File: config.mk
export PLATFORM = sky130hd
export DESIGN_NAME = pulse_downcounter
export DESIGN_NICKNAME = d
export VERILOG_FILES = /design/src/rtl/dcnt_pkg.sv /design/src/rtl/dcnt_pulse_qual.sv /design/src/rtl/dcnt_counter.sv /design/src/rtl/dcnt_end_detect.sv /design/src/rtl/pulse_downcounter.sv
export SDC_FILE = /design/constraint.sdc
export NUM_CORES = 1
export LEC_CHECK = 0
export CORE_AREA = 4 4 41 43
export DETAILED_ROUTE_END_ITERATION = 7
export DIE_AREA = 0 0 45 47
export DONT_BUFFER_PORTS = 1
export PLACE_DENSITY = 0.59
export SYNTH_ARGS = -nofsm -noshare
export SYNTH_HDL_FRONTEND = slang
export SYNTH_SLANG_ARGS = --single-unit
File: constraint.sdc
create_clock -name clk -period 2.8 [get_ports clk]
set_clock_uncertainty 0.1 [all_clocks]
set_input_delay 0.28 -clock clk [delete_from_list [all_inputs] [get_ports clk]]
set_output_delay 0.28 -clock clk [all_outputs]
set_load 0.02 [all_outputs]
File: src/rtl/dcnt_pkg.sv
package dcnt_pkg;
  // behaviour of the counter when it sits at zero
  typedef enum logic {
    RUN_WRAP = 1'b0,
    RUN_HALT = 1'b1
  } run_mode_e;
endpackage

File: src/rtl/dcnt_pulse_qual.sv
module dcnt_pulse_qual #(
  parameter int SYNC_STAGES = 2
) (
  input  logic clk,
  input  logic rst,
  input  logic pulse_in,
  output logic edge_o
);
  localparam int LAST = SYNC_STAGES - 1;

  logic [LAST:0] sync_q;
  logic          prev_q;

  generate
    for (genvar g = 0; g < SYNC_STAGES; g++) begin : g_sync
      if (g == 0) begin : g_first
        always_ff @(posedge clk) begin
          if (rst) sync_q[0] <= 1'b0;
          else     sync_q[0] <= pulse_in;
        end
      end else begin : g_next
        always_ff @(posedge clk) begin
          if (rst) sync_q[g] <= 1'b0;
          else     sync_q[g] <= sync_q[g-1];
        end
      end
    end
  endgenerate

  always_ff @(posedge clk) begin
    if (rst) prev_q <= 1'b0;
    else     prev_q <= sync_q[LAST];
  end

  assign edge_o = sync_q[LAST] & ~prev_q;

  AST_EDGE_SINGLE: assert property (@(posedge clk) disable iff (rst)
    edge_o |=> !edge_o);
endmodule

File: src/rtl/dcnt_counter.sv
module dcnt_counter #(
  parameter int WIDTH = 4
) (
  input  logic             clk,
  input  logic             rst,
  input  logic             load_i,
  input  logic [WIDTH-1:0] load_val_i,
  input  logic             step_i,
  output logic [WIDTH-1:0] count_o,
  output logic             stepped_o
);
  function automatic logic [WIDTH-1:0] dec_wrap(input logic [WIDTH-1:0] v);
    return v - WIDTH'(1);
  endfunction

  logic [WIDTH-1:0] count_q;
  logic             stepped_q;

  always_ff @(posedge clk) begin
    if (rst) begin
      count_q   <= '0;
      stepped_q <= 1'b0;
    end else if (load_i) begin
      count_q   <= load_val_i;
      stepped_q <= 1'b0;
    end else if (step_i) begin
      count_q   <= dec_wrap(count_q);
      stepped_q <= 1'b1;
    end else begin
      stepped_q <= 1'b0;
    end
  end

  assign count_o   = count_q;
  assign stepped_o = stepped_q;

  AST_LOAD_WINS: assert property (@(posedge clk) disable iff (rst)
    load_i |=> (count_o == $past(load_val_i)));
  AST_STEP_BY_ONE: assert property (@(posedge clk) disable iff (rst)
    (step_i && !load_i) |=> (count_o == WIDTH'($past(count_o) - 1'b1)));
endmodule

File: src/rtl/dcnt_end_detect.sv
module dcnt_end_detect #(
  parameter int WIDTH = 4
) (
  input  logic             clk,
  input  logic             rst,
  input  logic [WIDTH-1:0] count_i,
  input  logic             stepped_i,
  output logic             zero_o,
  output logic             done_o,
  output logic             wrap_o
);
  localparam int MSB = WIDTH - 1;

  function automatic logic is_zero(input logic [WIDTH-1:0] v);
    return ~(|v);
  endfunction

  logic msb_prev_q;
  logic zero_prev_q;

  always_ff @(posedge clk) begin
    if (rst) begin
      msb_prev_q  <= 1'b0;
      zero_prev_q <= 1'b1;
    end else begin
      msb_prev_q  <= count_i[MSB];
      zero_prev_q <= is_zero(count_i);
    end
  end

  assign zero_o = is_zero(count_i);
  assign done_o = zero_o & ~zero_prev_q & stepped_i;
  assign wrap_o = count_i[MSB] & ~msb_prev_q & stepped_i;

  AST_DONE_ONE_CYCLE: assert property (@(posedge clk) disable iff (rst)
    done_o |=> !done_o);
  AST_WRAP_ALL_ONES: assert property (@(posedge clk) disable iff (rst)
    wrap_o |-> (count_i == {WIDTH{1'b1}}));
  AST_WRAP_FROM_ZERO: assert property (@(posedge clk) disable iff (rst)
    wrap_o |-> ($past(count_i) == '0));
endmodule

File: src/rtl/pulse_downcounter.sv
module pulse_downcounter #(
  parameter int WIDTH       = 4,
  parameter int SYNC_STAGES = 2
) (
  input  logic             clk,
  input  logic             rst,
  input  logic             preset_strobe,
  input  logic [WIDTH-1:0] preset_value,
  input  logic             gate_en,
  input  logic             halt_at_zero,
  input  logic             pulse_in,
  output logic [WIDTH-1:0] count_o,
  output logic             zero_o,
  output logic             done_o,
  output logic             wrap_o
);
  import dcnt_pkg::*;

  run_mode_e        mode;
  logic             pulse_edge;
  logic             halted;
  logic             step_accept;
  logic             stepped;
  logic [WIDTH-1:0] count_w;
  logic             zero_w;

  assign mode = run_mode_e'(halt_at_zero);

  dcnt_pulse_qual #(.SYNC_STAGES(SYNC_STAGES)) u_qual (
    .clk      (clk),
    .rst      (rst),
    .pulse_in (pulse_in),
    .edge_o   (pulse_edge)
  );

  assign halted      = (mode == RUN_HALT) && zero_w;
  assign step_accept = pulse_edge && gate_en && !halted;

  dcnt_counter #(.WIDTH(WIDTH)) u_cnt (
    .clk        (clk),
    .rst        (rst),
    .load_i     (preset_strobe),
    .load_val_i (preset_value),
    .step_i     (step_accept),
    .count_o    (count_w),
    .stepped_o  (stepped)
  );

  dcnt_end_detect #(.WIDTH(WIDTH)) u_end (
    .clk       (clk),
    .rst       (rst),
    .count_i   (count_w),
    .stepped_i (stepped),
    .zero_o    (zero_w),
    .done_o    (done_o),
    .wrap_o    (wrap_o)
  );

  assign count_o = count_w;
  assign zero_o  = zero_w;

  AST_HALT_HOLD: assert property (@(posedge clk) disable iff (rst)
    (halt_at_zero && zero_o && !preset_strobe) |=> zero_o);
  AST_GATE_CLOSED: assert property (@(posedge clk) disable iff (rst)
    (!gate_en && !preset_strobe) |=> $stable(count_o));
  AST_ZERO_MATCH: assert property (@(posedge clk) disable iff (rst)
    (done_o || wrap_o) |-> (zero_o != wrap_o));
endmodule

==> impl_metrics.csv <==
group,metric,value,unit
clock_network,cts.sinks,10,
placement,gp_congestion,0.769,
synth,ys_types,24,
detailed_routing,first_pass_iters,4,
synth,avgSynthCellArea,9.49,µm²
power_and_ir_drop,powerDensity,544,nW/µm²
timing,min_period_over_period,89.6,%
finish,layout-drive-gt1-share,12.7,%
clock_network,clockRootBuffer,"clkbuf_4",
finish,area_delta_synth_final,12.9,%
detailed_routing,routedWlPerCell,15.2,µm
timing,setup_ws,0.290,ns
finish,antenna_cells,0,
global_routing,grt_pass1_wl,1.75,mm
detailed_routing,detail-route-antenna-nets,0,
die,placementRows,13,
timing,finalSetupTns,0,ns
placement,place_area,494,µm²
die,start_util,37.2,%
die,die_h,47,µm
global_routing,grt_remaining_overflow,0,
synth,synth_fa_ha_area_share,2.58,%
die,die-width,45,µm
clock_network,postCtsSetupRepairBufs,0,
synth,syn-cell-area,484,µm²
synth,synthTopCellsByArea,"dfxtp_1 41%, nor2b_1 6.5%, nand4bb_4 5.7%, nor3_1 4.1%, a311oi_1 3.6%",
clock_network,numCtsBuffers,3,
setup_path,crit_path_cell_trace,"inv_1, ha_1, nor3b_1, and3b_1",
setup_path,slowest_stage,"nor3b_1",
finish,fin_nets,68,
finish,stdcell_area,547,µm²
setup_path,critPathKind,"register to output pin",
detailed_routing,vias,404,
clock_network,clkTransAtPathRegs,0.06,ns
run,cap_violations,0,
clock_network,clock_latency,0.26,ns
die,ios,17,
synth,yosys.area.top_type,"dfxtp_1",
timing,fmax,0.398,GHz
synth,synth_top_family_by_area,"simple AND/OR/NAND/NOR gates",
synth,postSynthCellCount,51,
timing,rsz0062_at_grt,"no",
power_and_ir_drop,irDropWorstVdd,359,µV
timing,setup-violations-final,0,
detailed_routing,drt_first_iter_violations,7,
synth,yosys.area.top_type_share,41.3,%
finish,fillers,135,
clock_network,clock_path_buffers,2,
min_path,hold_path_class,"input pin to register",
timing,final_max_slew_viol_count,0,
clock_network,htreeDepth,1,
detailed_routing,drc,0,
outcome,status,"completed",
detailed_routing,totalWireLength,1.07,mm
timing,min_period,2.51,ns
global_routing,grt_pass1_vias,393,
setup_path,arrival,2.13,ns
synth,synth_compound_area_share,11.4,%
power_and_ir_drop,p_leak,0.209,nW
synth,synth-xor-area-share,0,%
setup_path,crit_path_start_kind,"register",
placement,dpl_worst_slack,0.584,ns
die,core_area,1300,µm²
synth,syn_nets,62,
placement,port_buffers,0,
setup_path,cpPeakStageDelay,0.70,ns
timing,final-hold-violation-count,0,
setup_path,cp_max_fo,5,
clock_network,cts_tree,"done",
synth,ys_seq_elements,10,
synth,synthMuxAreaShare,0,%
global_routing,track_usage,11.9,%
synth,yosys.area_share.simple,39.8,%
global_routing,grt_max_degree,10,
setup_path,end_kind,"output pin",
detailed_routing,via_per_inst,5.77,
die,dieArea,2120,µm²
synth,yosys_warnings,0,
timing,worst_pin_slew,0.800,ns
placement,dp_hpwl,730,µm
timing,slew_headroom,46.5,%
synth,yosysSeqAreaShare,41.3,%
setup_path,cp.required,2.42,ns
global_routing,antenna_found_initial,0,
flip-flops by register name, indices dropped and copies added, names as in the netlist:
register / cells
u_cnt.count_o: 4
u_qual.sync_q: 2
u_cnt.stepped_o: 1
u_end.msb_prev_q: 1
u_end.zero_prev_q: 1
u_qual.prev_q: 1
placed cells by master, fill, tap and decap left out:
master / Yosys / layout
o211ai_1: 1 / 1
o21ai_0: 1 / 1
and3b_1: 2 / 2
nor2b_1: 5 / 5
a2111oi_2: 1 / 1
or2_2: 1 / 1
or3_1: 2 / 2
nor3b_1: 1 / 1
nor2_1: 3 / 3
nand3_1: 2 / 2
ha_1: 1 / 1
dfxtp_1: 10 / 10
inv_1: 4 / 4
nand4b_1: 1 / 1
nor3_1: 4 / 4
clkbuf_4: 0 / 3
nand3b_1: 1 / 1
and4_1: 1 / 1
dlygate4sd3_1: 0 / 3
a311oi_1: 2 / 2
nand4bb_4: 1 / 1
nand2_1: 3 / 3
and4bb_2: 1 / 1
a221o_1: 1 / 1
path summary, 6_finish.rpt:
kind                                  from  slack [ns]                       endpoint  cells after the start
max reg2reg  u_cnt.count_o[0]$_SDFFE_PP0P_        0.59  u_cnt.count_o[2]$_SDFFE_PP0P_                      6
max          u_cnt.count_o[0]$_SDFFE_PP0P_        0.29                         done_o                      4
min                                    rst        0.02   u_end.zero_prev_q$_SDFF_PP1_                      1
min reg2reg    u_qual.sync_q[0]$_SDFF_PP0_        0.35    u_qual.sync_q[1]$_SDFF_PP0_                      1
power breakdown:
part | total, W | switching [W] | internal [W] | leakage, nW
combinational | 0.0000404 | 0.0000194 | 0.0000210 | 0.112
sequential | 0.000162 | 0.0000118 | 0.000150 | 0.0825
clock | 0.0000949 | 0.0000454 | 0.0000495 | 0.0138
total | 0.000297 | 0.0000765 | 0.000221 | 0.209
timing repair:
action,CTS,global route
gates resized for setup,0,0
endpoints found under the hold margin,7,0
hold buffers,3,0
endpoints found under the setup margin,0,0
layout make-up:
cell class              count  area, µm²  area share (%)
multi-input cells          35        260            47.6
flip-flops and latches     10        200            36.6
repair buffers              3       30.0            5.49
clock buffers               3       22.5            4.12
well taps                  15       18.8            3.43
inverters                   4       15.0            2.75
through the flow:
step                      hold slack [ns]  util [%]  std cells  total power [W]
after floorplan                     0.302         -         51         0.000197
after global placement              0.251      38.0         64         0.000200
after detailed placement            0.252      38.0         64         0.000200
after CTS                          0.0192      42.0         70         0.000300
after global routing               0.0197      42.0         70         0.000313
final                              0.0219      42.0         70         0.000297
metal layers:
metal / wire [µm] / vias to the layer above / global-route usage, %
met4: 10 / 0 / 1.75
met2: 459 / 20 / 18.6
li1: - / 194 / -
met5: 0 / - / 0
met1: 463 / 188 / 14.3
met3: 132 / 2 / 7.28
cell usage after synthesis:
cell type and instances:
and3b_1 2, a311oi_1 2, and4_1 1, o211ai_1 1
ha_1 1, nand3b_1 1, nor2_1 3, inv_1 4
and4bb_2 1, nand2_1 3, nor3_1 4, buf_2 1
a2111oi_2 1, buf_1 1, nor2b_1 5, or2_2 1
nand3_1 2, dfxtp_1 10, a221o_1 1, nand4bb_4 1
nor3b_1 1, nand4b_1 1, o21ai_0 1, or3_1 2
cell families after synthesis:
family | after synthesis
adders and majority gates | 1
AOI/OAI and AO/OA | 6
buffers and inverters | 6
DFF | 10
and+or+nand+nor | 28
critical path, delay by kind of cell (launching register included):
| kind | cells | cell delay (ns) |
|---|---|---|
| simple gates | 2 | 1.08 |
| flops | 1 | 0.39 |
| buf+inv | 1 | 0.11 |
| fa+ha+maj | 1 | 0.29 |
No activity file was read; power rests on OpenSTA's default activity.
